**src/rtl/lane_carry_pkg.sv**
```systemverilog
package lane_carry_pkg;
  // Fixed-bit pattern of the four accepted encodings; bits 28 and 12 are free.
  localparam logic [31:0] ENC_MASK  = 32'hEFB1_0F51;
  localparam logic [31:0] ENC_VALUE = 32'hEE30_0F00;
  localparam int unsigned SUB_BIT   = 28;
  localparam int unsigned CONST_BIT = 12;

  typedef struct packed {
    logic accept;      // load result, flag and valid pulse
    logic doSub;       // invert second operand
    logic constCarry;  // initial carry forced to 1
  } ctrlStrobes_t;
endpackage

```
**src/rtl/lane_carry_ctrl.sv**
```systemverilog
module lane_carry_ctrl
  import lane_carry_pkg::*;
(
  input  logic         clk,
  input  logic         rstN,
  input  logic         inValid,
  input  logic [31:0]  instrWord,
  output ctrlStrobes_t strobes
);
  logic encHit;

  always_comb begin
    encHit             = ((instrWord & ENC_MASK) == ENC_VALUE);
    strobes.accept     = inValid && encHit;
    strobes.doSub      = instrWord[SUB_BIT];
    strobes.constCarry = instrWord[CONST_BIT];
  end

  // An accept strobe never appears without the input strobe.
  assert_strobe_gate_R9: assert property (@(posedge clk) disable iff (!rstN)
    strobes.accept |-> inValid);
endmodule

```
**src/rtl/lane_carry_dp.sv**
```systemverilog
module lane_carry_dp
  import lane_carry_pkg::*;
#(
  parameter int unsigned LANE_W = 32,
  parameter int unsigned LANES  = 4
) (
  input  logic                     clk,
  input  logic                     rstN,
  input  ctrlStrobes_t             strobes,
  input  logic [LANE_W*LANES-1:0]  opA,
  input  logic [LANE_W*LANES-1:0]  opB,
  output logic [LANE_W*LANES-1:0]  resultOut,
  output logic                     carryFlag,
  output logic                     resultValid
);
  localparam int unsigned VEC_W = LANE_W * LANES;
  localparam int unsigned EXT_W = LANE_W + 1;

  logic [LANES:0]     chainC;
  logic [VEC_W-1:0]   sumVec;
  logic [VEC_W-1:0]   resultQ;
  logic               flagQ;
  logic               validQ;

  assign chainC[0] = strobes.constCarry ? 1'b1 : flagQ;

  for (genvar gi = 0; gi < LANES; gi++) begin : g_lane
    logic [LANE_W-1:0] aLane;
    logic [LANE_W-1:0] bLane;
    logic [EXT_W-1:0]  laneSum;
    assign aLane   = opA[gi*LANE_W +: LANE_W];
    assign bLane   = strobes.doSub ? ~opB[gi*LANE_W +: LANE_W] : opB[gi*LANE_W +: LANE_W];
    assign laneSum = {1'b0, aLane} + {1'b0, bLane} + EXT_W'(chainC[gi]);
    assign sumVec[gi*LANE_W +: LANE_W] = laneSum[LANE_W-1:0];
    assign chainC[gi+1] = laneSum[LANE_W];
  end

  always_ff @(posedge clk) begin
    if (!rstN) begin
      resultQ <= '0;
      flagQ   <= 1'b0;
      validQ  <= 1'b0;
    end else begin
      validQ <= strobes.accept;
      if (strobes.accept) begin
        resultQ <= sumVec;
        flagQ   <= chainC[LANES];
      end
    end
  end

  assign resultOut   = resultQ;
  assign carryFlag   = flagQ;
  assign resultValid = validQ;

  // Without an accept the stored state is frozen.
  assert_hold_state_R8: assert property (@(posedge clk) disable iff (!rstN)
    !strobes.accept |=> ($stable(resultOut) && $stable(carryFlag) && !resultValid));

  // Accept produces the valid pulse on the next edge.
  assert_latency_R7: assert property (@(posedge clk) disable iff (!rstN)
    strobes.accept |=> resultValid);

  // Subtracting equal operands with constant carry gives zero and no borrow.
  assert_equal_sub_R3: assert property (@(posedge clk) disable iff (!rstN)
    (strobes.accept && strobes.doSub && strobes.constCarry && opA == opB)
      |=> (resultOut == '0 && carryFlag));

  // Adding zero with constant carry increments the first operand.
  assert_increment_R5: assert property (@(posedge clk) disable iff (!rstN)
    (strobes.accept && !strobes.doSub && strobes.constCarry && opB == '0 && opA != '1)
      |=> (resultOut == $past(opA) + VEC_W'(1) && !carryFlag));
endmodule

```
**src/rtl/lane_carry_vec.sv**
```systemverilog
module lane_carry_vec
  import lane_carry_pkg::*;
#(
  parameter int unsigned LANE_W = 32,
  parameter int unsigned LANES  = 4
) (
  input  logic                    clk,
  input  logic                    rstN,
  input  logic                    inValid,
  input  logic [31:0]             instrWord,
  input  logic [LANE_W*LANES-1:0] opA,
  input  logic [LANE_W*LANES-1:0] opB,
  output logic [LANE_W*LANES-1:0] resultOut,
  output logic                    carryFlag,
  output logic                    resultValid
);
  ctrlStrobes_t strobes;

  lane_carry_ctrl u_ctrl (
    .clk       (clk),
    .rstN      (rstN),
    .inValid   (inValid),
    .instrWord (instrWord),
    .strobes   (strobes)
  );

  lane_carry_dp #(.LANE_W(LANE_W), .LANES(LANES)) u_dp (
    .clk         (clk),
    .rstN        (rstN),
    .strobes     (strobes),
    .opA         (opA),
    .opB         (opB),
    .resultOut   (resultOut),
    .carryFlag   (carryFlag),
    .resultValid (resultValid)
  );
endmodule

```
**config.mk**
```make
export PLATFORM = sky130hd
export DESIGN_NAME = lane_carry_vec
export DESIGN_NICKNAME = d
export VERILOG_FILES = /design/src/rtl/lane_carry_pkg.sv /design/src/rtl/lane_carry_ctrl.sv /design/src/rtl/lane_carry_dp.sv /design/src/rtl/lane_carry_vec.sv
export SDC_FILE = /design/constraint.sdc
export NUM_CORES = 1
export LEC_CHECK = 0
export ABC_CLOCK_PERIOD_IN_PS = 14000
export BUFFER_PORTS_ARGS = -buffer_cell sky130_fd_sc_hd__buf_2
export CAP_MARGIN = 40
export CORE_ASPECT_RATIO = 0.8
export CORE_MARGIN = 3
export CORE_UTILIZATION = 52
export DETAILED_ROUTE_END_ITERATION = 8
export PLACE_DENSITY = 0.91
export SYNTH_ARGS = -nofsm -noshare
export SYNTH_HDL_FRONTEND = slang
export SYNTH_HIERARCHICAL = 1
export SYNTH_SLANG_ARGS = --single-unit
```
**constraint.sdc**
```tcl
create_clock -name clk -period 14 [get_ports clk]
set_clock_uncertainty 0.2 [all_clocks]
set_input_delay 1.4 -clock clk [delete_from_list [all_inputs] [get_ports clk]]
set_output_delay 1.4 -clock clk [all_outputs]
set_load 0.05 [all_outputs]
```
# Word-level counts from Yosys, hierarchy flattened
# Cells that the tools add are included.
[word_totals]
ff_bits = 130
in_bits = 291
[classes]
n_addsub = 8
eq_ne = 1
n_mux = 5
n_bitwise = 4
n_reduce_logical = 1
[op_table]
columns = ["operator", "count"]
rows = [
  ["adder 32 x 32 -> 33 bit", 4],
  ["adder 33 x 1 -> 33 bit", 4],
  ["2-to-1 mux 32 bit", 4],
  ["NOT 32 bit", 4],
  ["== test 18 bit (second input constant)", 1],
  ["logical AND 1 bit", 1],
  ["2-to-1 mux 1 bit", 1],
]

# Depth between registers and ports, before layout
# Gate-level depths: netlist (run 1).
[depth]
word_depth = 7
ltp_mapped = 46
ltp_nobuf = 43

# Hierarchy
# The synthesis (run 1) kept the hierarchy.
[modules_own_cells]
columns = ["mod", "n_inst", "cells_per_inst", "area_each_um2", "seq_area_each_um2"]
rows = [
  ["lane_carry_dp", 1, 1455, 11925.2, 2602.5],
  ["lane_carry_ctrl", 1, 9, 70.1, 0.0],
]

# Worst setup path before layout (run 1)
# Ideal clock, no wire load.
[synth_timing]
path_kind = "in2reg"
from = "input instrWord[28]"
to = "register u_dp.resultQ[127], in the netlist u_dp/resultOut[127]"
setup_time_ns = 0.130
t_arrival_ns = 11.540
path_slack_ns = 2.130
stages = 43
n_path_buf = 3
cell_sequence = "buf_4 -> clkbuf_1 -> clkbuf_1 -> xor2_1 -> ha_1 -> a21o_1 -> or3_1 -> o211ai_1 -> a31oi_2 -> a21oi_1 -> o31ai_1 -> a21o_1 -> a21o_1 -> fa_1 -> fa_1 -> a211oi_1 -> nor2_1 -> a221oi_4 -> (+7 left out) -> a211oi_1 -> o211ai_1 -> a211oi_1 -> o21ai_0 -> a21o_1 -> nand4_1 -> a31oi_1 -> a311o_1 -> fa_1 -> a21o_1 -> a41oi_1 -> a31oi_1 -> a2bb2oi_1 -> a41o_1 -> a21o_1 -> o221a_2 -> xnor2_1 -> o21ai_0"
[synth_between]
elab_chain_cells = 6
elab_cells_between_ends = 12
[synth_rtl]
columns = ["element", "line", "rtl"]
rows = [
  ["from (decl)", "lane_carry_vec.sv:10", "input logic [31:0] instrWord,"],
  ["2-to-1 mux 32 bit", "lane_carry_dp.sv:32", "assign bLane = strobes.doSub ? ~opB[gi*LANE_W +: LANE_W] : opB[gi*LANE_W +: LANE_W];"],
  ["adder 32 x 32 -> 33 bit", "lane_carry_dp.sv:33", "assign laneSum = {1'b0, aLane} + {1'b0, bLane} + EXT_W'(chainC[gi]);"],
  ["adder 33 x 1 -> 33 bit (3 in a row)", "lane_carry_dp.sv:33", ""],
  ["adder 33 x 1 -> 33 bit *", "lane_carry_dp.sv:33", ""],
  ["to (signal assigned)", "lane_carry_dp.sv:46", "resultQ <= sumVec;"],
  ["to (decl)", "lane_carry_dp.sv:21", "logic [VEC_W-1:0] resultQ;"],
]
# Every way passes the cells marked *; elsewhere a longest branch is shown, timed or not.
# A chain may end at the register's enable or synchronous reset.

# Worst setup path in the final report (run 1)
[layout_timing]
from = "input instrWord[28]"
to = "register u_dp.resultQ[124], in the netlist u_dp/resultOut[124]"
# Same word-level chain as after synthesis.

==> results of run 1 <==
[cell usage in the layout (no fill, tap or decap), types with 5 or more instances in the layout]
cell type / n
buf_2: 407
xor2_1: 171
nand2_1: 136
dfxtp_1: 130
ha_1: 124
o21ai_0: 117
a21oi_1: 106
nor2b_1: 65
xnor2_1: 63
a21o_1: 60
nor2_1: 51
mux2i_1: 49
nand3_1: 37
inv_1: 28
a211oi_1: 22
a31oi_1: 19
o21a_1: 18
nor3_1: 18
and3_1: 18
clkbuf_16: 17
o21bai_1: 15
nand4_1: 14
o211ai_1: 10
o211a_1: 9
fa_1: 8
buf_4: 8
or3_1: 7
and2_1: 7
nand2b_1: 7
nand4b_1: 6
o31ai_1: 6
o2111ai_1: 5
o22ai_1: 5
[through the flow]
stage / util, % / power (mW) / cell area (um2)
4_1_cts: 66.0 / 1.43 / 14900
3_3_place_gp: 63.2 / 0.928 / 14300
2_1_floorplan: - / 0.799 / 12000
5_1_grt: 66.0 / 1.51 / 14900
6_report: 66.0 / 1.44 / 14900
3_5_place_dp: 63.2 / 0.942 / 14300
[worst max path at each step]
stage | slack [ps] | depth (start not counted) | startpoint | end
after floorplan | 2130 | 43 | instrWord[28] | u_dp/resultOut[127]$_SDFFE_PN0P_
after detailed placement | 1110 | 44 | instrWord[28] | u_dp/resultOut[126]$_SDFFE_PN0P_
final | 1160 | 43 | instrWord[28] | u_dp/resultOut[124]$_SDFFE_PN0P_
after global routing | 600 | 44 | instrWord[28] | u_dp/resultOut[126]$_SDFFE_PN0P_
after CTS | 1420 | 44 | instrWord[28] | u_dp/resultOut[126]$_SDFFE_PN0P_
after global placement | 1310 | 44 | instrWord[28] | u_dp/resultOut[126]$_SDFFE_PN0P_
[worst max-delay path: cells and delay by family]
kind	cells	cell delay [ps]
AOI/OAI and AO/OA	25	6710
xor gates and xnor gates	1	200
adders and majority gates	8	3250
buffers and inverters	2	460
and+or+nand+nor	7	860
[logic make-up (layout without fill, tap and decap cells)]
logic type               after synthesis  after routing  share of synthesized area, %
adder cells (fa/ha/maj)              132            132                          14.3
AO/OA/AOI/OAI                        444            444                          24.1
buffers and inverters                 93            477                          2.98
XOR/XNOR                             234            234                          17.1
flip-flops                           130            130                          21.7
AND/OR/NAND/NOR                      381            381                          15.7
multiplexers                          50             50                          4.18
other                                  0              3                             0
[cell type report]
| type | count | area (um2) |
|---|---|---|
| diodes | 3 | 7.51 |
| clock buffers | 17 | 425 |
| clock inverters | 15 | 204 |
| fillers | 1900 | 7670 |
| inverters | 29 | 109 |
| multi-input cells | 1241 | 9050 |
| flip-flops and latches | 130 | 2600 |
| well taps | 306 | 383 |
| repair buffers | 416 | 2110 |
[registers in the layout, summed over array words and instances (netlist names)]
signal,flops
u_dp/resultOut,128
u_dp/resultValid,1
u_dp/carryFlag,1
[per-layer routing]
layer,vias up,share of wire (%)
met4,0,4.5
met5,-,0
met2,674,47
met1,5826,41
li1,6010,-
met3,103,7.7
[power by group through the flow]
stage                     Sequential [mW]  Clock (mW)  Combinational [mW]
final                               0.370       0.488               0.583
after global routing                0.370       0.509               0.635
after CTS                           0.370       0.494               0.569
after detailed placement            0.378           0               0.564
after global placement              0.378           0               0.550
after floorplan                     0.378           0               0.421
==> results.sh, run 1 <==
export IMPL_power_leakage_nw=7.13
export IMPL_syn_inst=1464
export IMPL_critical_path_class="input pin to register"
export IMPL_worstMarginPinSlew_ps=832
export IMPL_cap_violations=0
export IMPL_critPathMaxStageDelay_ps=500
export IMPL_postCtsSetupBuffers=0
export IMPL_yosysWarnings=6
export IMPL_ir_drop_v=0.0000664
export IMPL_grt_use_met2_pct=51.1
export IMPL_power_internal_uw=920
export IMPL_area_delta_synth_final_pct=24.1
export IMPL_finalCritPeriodShare_pct=91.7
export IMPL_powerDensity_mw_per_mm2=96.7
export IMPL_routed_wl_mm=39.7
export IMPL_endpoint_kind="register"
export IMPL_ant_nets=0
export IMPL_ys_top_cells_by_count="xor2_1 (171), nand2_1 (137), dfxtp_1 (130), ha_1 (124), o21ai_0 (117)"
export IMPL_crit_slowest_cell="fa_1"
export IMPL_swShare_pct=36.1
export IMPL_p_seq_share_pct=25.7
export IMPL_ioPinCount=421
export IMPL_rr_worst_depth=42
export IMPL_final_hold_viol_count=0
export IMPL_grt_ovfl_total=0
export IMPL_grt_pass1_vias=11954
export IMPL_cts_tree="done"
export IMPL_die_area_mm2=0.0249
export IMPL_rsz0062_at_grt="false"
export IMPL_ys_seq_area_share_pct=21.7
export IMPL_synthArstFlopShare_pct=0
export IMPL_hold_end="u_dp/resultOut[121]$_SDFFE_PN0P_"
export IMPL_rows=49
export IMPL_syn_area_mm2=0.0120
export IMPL_grt_pass1_wl_mm=60.6
export IMPL_clk_insertion_delay_late_ps=420
export IMPL_synth_edff_count=0
export IMPL_required_ps=14080
export IMPL_critPathLaunchType="input pin"
export IMPL_worstReg2RegStart="u_dp/carryFlag$_SDFFE_PN0P_"
export IMPL_yosysMostFrequentCell="xor2_1"
export IMPL_core_mm2=0.0226
export IMPL_cts_root_buf="clkbuf_16"
export IMPL_routabilityCongestion=0.983
export IMPL_dp_slack_ps=1110
export IMPL_max_freq_mhz=77.9
export IMPL_cts_htree_levels=4
export IMPL_hold_path_class="register to register"
export IMPL_die_h_um=142
export IMPL_ys_types=70
export IMPL_gr_usage_met3_pct=4.63
export IMPL_synth_area_leaders="dfxtp_1 (22%), ha_1 (13%), xor2_1 (12%), o21ai_0 (4.9%), xnor2_1 (4.6%)"
export IMPL_wire_per_inst_um=18.4
export IMPL_nets=2258
export IMPL_cp_max_fo=33
export IMPL_min_from="u_dp/resultOut[121]$_SDFFE_PN0P_"
export IMPL_viasPerCell=5.85
export IMPL_io_buffers=408
export IMPL_timing_rr_end="u_dp/resultOut[124]$_SDFFE_PN0P_"
export IMPL_ys_flop_type="dfxtp_1"
export IMPL_drive_gt1_share_pct=25.0
export IMPL_min_period_ps=12840
export IMPL_clk_pin_slew_worst_paths_ps=60
export IMPL_fp_dieW_um=176
export IMPL_grt_busiest_layer="met2"
export IMPL_first_iter_violations=1035
export IMPL_post_synth_cell_area_avg_um2=8.19
export IMPL_clkSinkCount=130
export IMPL_initial_core_util_pct=53.2
export IMPL_dp_cells=2122
export IMPL_power_switching_uw=520
export IMPL_post_route_drc_count=0
export IMPL_clockBufferDepth=2
export IMPL_ctsHoldBuffers=0
export IMPL_power_frac_clock_pct=33.9
export IMPL_grt_total_usage_pct=30.0
export IMPL_slew_headroom_pct=44.5
export IMPL_drt_pass1_iterations=6
export IMPL_synth_top_area_share_pct=21.7
export IMPL_finalNonFillerCells=2157
export IMPL_cts_resized=0
export IMPL_maxSlewViolCount=0
export IMPL_vias=12613
export IMPL_cp_common_cell="fa_1"
export IMPL_p_comb_share_pct=40.5
export IMPL_grt_use_met1_pct=37.1
export IMPL_r2r_slack_ps=2260
export IMPL_synth_top_area_cell="dfxtp_1"
export IMPL_setup_tns_ps=0
export IMPL_status="finished clean"
export IMPL_yosys_register_bits=130
export IMPL_dpl_hpwl_mm=31.0
export IMPL_cts_inserted_buffers=17
export IMPL_antenna_found_initial=3
export IMPL_cp_data_arrival_time_ps=12920
export IMPL_grt_max_degree=78
export IMPL_hold_depth=2
export IMPL_synth_nets=1887
export IMPL_setup_viol_count_final=0
export IMPL_timing_hold_ws_ps=246
export IMPL_setup_ws_ps=1160
Note: power is estimated with default switching activity, not from simulation.
==> run 2: changes to the inputs <==
CORE_AREA = 3 3 164 166   (was default)
CORE_ASPECT_RATIO = default   (was 0.8)
CORE_MARGIN = default   (was 3)
CORE_UTILIZATION = default   (was 52)
CTS_BUF_LIST = sky130_fd_sc_hd__clkbuf_8   (was default)
DIE_AREA = 0 0 167 169   (was default)
HOLD_SLACK_MARGIN = 0.06   (was default)
PLACE_DENSITY = 0.83   (was 0.91)
==> results.sh, run 2 (same netlist as run 1, synthesis figures left out) <==
export IMPL_min_period_ps=12830
export IMPL_clkSinkCount=130
export IMPL_first_iter_violations=835
export IMPL_drive_gt1_share_pct=24.9
export IMPL_routed_wl_mm=38.5
export IMPL_grt_pass1_wl_mm=59.9
export IMPL_cap_violations=0
export IMPL_cts_root_buf="clkbuf_8"
export IMPL_grt_max_degree=62
export IMPL_wire_per_inst_um=17.6
export IMPL_maxSlewViolCount=0
export IMPL_grt_total_usage_pct=25.9
export IMPL_postCtsSetupBuffers=0
export IMPL_critical_path_class="input pin to register"
export IMPL_ir_drop_v=0.0000535
export IMPL_ioPinCount=421
export IMPL_final_common_cell="buf_2"
export IMPL_cts_tree="done"
export IMPL_setup_viol_count_final=0
export IMPL_cts_inserted_buffers=17
export IMPL_die_h_um=169
export IMPL_max_freq_mhz=77.9
export IMPL_rows=59
export IMPL_routabilityCongestion=0.956
export IMPL_cts_htree_levels=4
export IMPL_dp_slack_ps=918
export IMPL_dpl_hpwl_mm=30.2
export IMPL_cts_resized=0
export IMPL_drt_pass1_iterations=5
export IMPL_critPathMaxStageDelay_ps=560
export IMPL_die_area_mm2=0.0282
export IMPL_final_hold_viol_count=0
export IMPL_finalCritPeriodShare_pct=91.7
export IMPL_clockBufferDepth=2
export IMPL_ant_nets=0
export IMPL_viasPerCell=5.58
export IMPL_critPathLaunchType="input pin"
export IMPL_clk_pin_slew_worst_paths_ps=80
export IMPL_powerDensity_mw_per_mm2=87.3
export IMPL_endpoint_kind="register"
export IMPL_slew_headroom_pct=51.4
export IMPL_initial_core_util_pct=46.6
export IMPL_grt_pass1_vias=11790
export IMPL_grt_ovfl_total=0
export IMPL_vias=12196
export IMPL_antenna_found_initial=4
export IMPL_area_delta_synth_final_pct=22.5
export IMPL_nets=2259
export IMPL_fp_dieW_um=167
export IMPL_post_route_drc_count=0
export IMPL_cp_common_cell="fa_1"
export IMPL_clk_insertion_delay_late_ps=440
export IMPL_power_leakage_nw=7.04
export IMPL_status="finished clean"
export IMPL_rsz0062_at_grt="false"
export IMPL_io_buffers=408
export IMPL_required_ps=14140
export IMPL_cp_data_arrival_time_ps=12970
export IMPL_cp_max_fo=37
export IMPL_core_mm2=0.0258
export IMPL_final_cell_mix="buf_2 (407), xor2_1 (171), nand2_1 (136)"
export IMPL_ctsHoldBuffers=0
export IMPL_setup_tns_ps=0
export IMPL_largest_reg_flops=128
export IMPL_crit_slowest_cell="buf_4"
export IMPL_worstMarginPinSlew_ps=728
export IMPL_setup_ws_ps=1170
export IMPL_hold_path_class="register to register"
[run 2: worst max-delay path: cells and delay by family]
kind / cells / cell delay (ps)
AOI/OAI and AO/OA: 26 / 6840
xor gates and xnor gates: 1 / 150
adders and majority gates: 7 / 2940
buffers and inverters: 3 / 920
and+or+nand+nor: 6 / 630
[run 2: final timing paths]
check / slack, ps / start / to / cells past startpoint
hold reg to reg: 250 / u_dp/resultOut[41]$_SDFFE_PN0P_ / u_dp/resultOut[41]$_SDFFE_PN0P_ / 2
hold / removal: 250 / u_dp/resultOut[41]$_SDFFE_PN0P_ / u_dp/resultOut[41]$_SDFFE_PN0P_ / 2
setup / recovery: 1170 / instrWord[28] / u_dp/carryFlag$_SDFFE_PN0P_ / 43
setup reg to reg: 2320 / u_dp/carryFlag$_SDFFE_PN0P_ / u_dp/carryFlag$_SDFFE_PN0P_ / 42
[run 2: area by class of cell]
class	instances	area (um2)
Antenna cell	3	7.51
Clock buffer	18	248
Clock inverter	14	139
Fill cell	2374	11100
Inverter	29	109
Multi-Input combinational cell	1241	9050
Sequential cell	130	2600
Tap cell	335	419
Timing Repair Buffer	417	2120
[run 2: per-layer routing]
layer / wire (um) / track usage [%]
met4: 1240 / 10.3
met5: 13 / 0
met1: 16200 / 32.2
met2: 18500 / 44.5
met3: 2560 / 4.53
[run 2: stage by stage]
step	power [mW]	instance area [um2]	cells	hold WS, ps	utilization [%]
floorplan	0.799	12000	1464	465	-
global route	1.37	14700	2187	276	57.0
finish	1.28	14700	2187	255	57.0
detailed placement	0.943	14300	2152	237	55.5
global placement	0.933	14300	2152	232	55.5
CTS	1.29	14700	2184	258	57.0
[run 2: power breakdown]
group	leakage [nW]	switching, mW	internal [mW]
combinational	5.80	0.326	0.251
clock	0.194	0.174	0.162
sequential	1.05	0.000000616	0.369
total	7.04	0.500	0.782
==> run 3: changes to the inputs <==
ABC_CLOCK_PERIOD_IN_PS = 16400   (was 14000)
CORE_AREA = default   (was 3 3 164 166)
CORE_ASPECT_RATIO = 0.8   (was default)
CORE_MARGIN = 3   (was default)
CORE_UTILIZATION = 40   (was default)
DIE_AREA = default   (was 0 0 167 169)
PLACE_DENSITY = 0.74   (was 0.83)
clock period = 16.4 ns   (was 14 ns; I/O delays follow)
==> results.sh, run 3 (same netlist as run 1, synthesis figures left out) <==
export IMPL_status="finished clean"
export IMPL_p_seq_share_pct=29.4
export IMPL_clk_insertion_delay_late_ps=440
export IMPL_largest_reg_flops=128
export IMPL_critical_path_class="input pin to register"
export IMPL_grt_busiest_layer="met2"
export IMPL_rsz0062_at_grt="false"
export IMPL_routed_wl_mm=40.1
export IMPL_ir_drop_v=0.0000428
export IMPL_grt_use_met2_pct=38.1
export IMPL_cp_data_arrival_time_ps=13370
export IMPL_rows=56
export IMPL_die_h_um=161
export IMPL_vias=12240
export IMPL_cts_htree_levels=4
export IMPL_antenna_found_initial=0
export IMPL_post_route_drc_count=0
export IMPL_grt_total_usage_pct=23.9
export IMPL_grt_ovfl_total=0
export IMPL_setup_tns_ps=0
export IMPL_powerDensity_mw_per_mm2=72.9
export IMPL_die_area_mm2=0.0321
export IMPL_power_switching_uw=424
export IMPL_power_internal_uw=649
export IMPL_grt_pass1_vias=11761
export IMPL_required_ps=16520
export IMPL_setup_viol_count_final=0
export IMPL_endpoint_kind="register"
export IMPL_ctsHoldBuffers=0
export IMPL_finalCritPeriodShare_pct=80.8
export IMPL_postPlaceCellArea_mm2=0.0144
export IMPL_critPathLaunchType="input pin"
export IMPL_critPathMaxStageDelay_ps=500
export IMPL_maxSlewViolCount=0
export IMPL_routabilityCongestion=0.923
export IMPL_io_buffers=408
export IMPL_grt_pass1_wl_mm=61.6
export IMPL_power_frac_clock_pct=24.5
export IMPL_gr_usage_met3_pct=4.87
export IMPL_drt_pass1_iterations=6
export IMPL_area_delta_synth_final_pct=22.7
export IMPL_final_hold_viol_count=0
export IMPL_worstMarginPinSlew_ps=857
export IMPL_final_cell_mix="buf_2 (407), xor2_1 (171), nand2_1 (136)"
export IMPL_power_leakage_nw=7.03
export IMPL_cts_inserted_buffers=17
export IMPL_cts_root_buf="clkbuf_8"
export IMPL_cp_common_cell="fa_1"
export IMPL_ant_nets=0
export IMPL_drive_gt1_share_pct=24.9
export IMPL_clk_pin_slew_worst_paths_ps=90
export IMPL_max_freq_mhz=75.4
export IMPL_first_iter_violations=747
export IMPL_clockBufferDepth=2
export IMPL_slew_headroom_pct=42.8
export IMPL_final_common_cell="buf_2"
export IMPL_clkSinkCount=130
export IMPL_p_comb_share_pct=46.1
export IMPL_cap_violations=0
export IMPL_timing_hold_ws_ps=253
export IMPL_cp_max_fo=40
export IMPL_viasPerCell=5.50
export IMPL_min_period_ps=13260
export IMPL_fp_dieW_um=200
export IMPL_ioPinCount=421
export IMPL_final_cell_area_mm2=0.0147
export IMPL_postCtsSetupBuffers=0
export IMPL_grt_max_degree=79
export IMPL_initial_core_util_pct=40.8
export IMPL_swShare_pct=39.5
export IMPL_core_mm2=0.0294
export IMPL_wire_per_inst_um=18.0
export IMPL_hold_path_class="register to register"
export IMPL_nets=2259
export IMPL_cts_resized=0
export IMPL_cts_tree="done"
export IMPL_dpl_hpwl_mm=31.5
export IMPL_crit_slowest_cell="fa_1"
export IMPL_grt_use_met1_pct=32.0
run 3: cell types whose count changed in the layout (fill, tap and decap cells not counted), sizes merged:
| cell | before | now |
|---|---|---|
| clkinv | 5 | 9 |
| inv | 32 | 29 |
| diode | 3 | 1 |
| bufinv | 2 | 1 |
| clkinvlp | 4 | 3 |
run 3: cell type report:
class | instances | area, um2
antenna | 1 | 2.50
inverter | 29 | 109
clock inverter | 13 | 96.3
clock buffer | 18 | 248
fill | 2860 | 14700
multi-input combinational | 1241 | 9050
tap | 377 | 472
timing repair buffer | 417 | 2140
sequential | 130 | 2600
run 3: worst paths after layout:
kind	cells past startpoint	from	slack, ps	endpoint
worst max-delay path	45	instrWord[28]	3140	u_dp/resultOut[126]$_SDFFE_PN0P_
worst min-delay path	2	u_dp/resultOut[44]$_SDFFE_PN0P_	250	u_dp/resultOut[44]$_SDFFE_PN0P_
worst max register to register	43	u_dp/carryFlag$_SDFFE_PN0P_	4580	u_dp/resultOut[126]$_SDFFE_PN0P_
worst min register to register	2	u_dp/resultOut[44]$_SDFFE_PN0P_	250	u_dp/resultOut[44]$_SDFFE_PN0P_
run 3: worst max-delay path, delay by kind of cell:
family,cells,cell delay (ps)
AOI/OAI and AO/OA,24,6250
xor gates and xnor gates,2,350
adders and majority gates,8,3180
buffers and inverters,3,760
and+or+nand+nor,8,1110
run 3: metal layers:
layer	share of wire, %	vias up
li1	-	6006
met1	45	5629
met2	44	536
met3	7.6	69
met4	3.1	0
met5	0	-
run 3: through the flow:
stage,util [%],cells,setup slack [ps],power [mW]
after floorplan,-,1464,4290,0.682
after global placement,48.7,2192,2950,0.799
after detailed placement,48.9,2194,2830,0.807
after CTS,50.0,2225,3270,1.08
after global routing,50.0,2225,2400,1.15
final,50.0,2226,3140,1.07
run 3: power groups by stage:
stage	Combinational [mW]	Sequential (mW)	Clock (mW)
floorplan	0.359	0.323	0
global placement	0.476	0.323	0
detailed placement	0.484	0.323	0
CTS	0.487	0.315	0.273
global route	0.545	0.315	0.287
finish	0.495	0.315	0.263
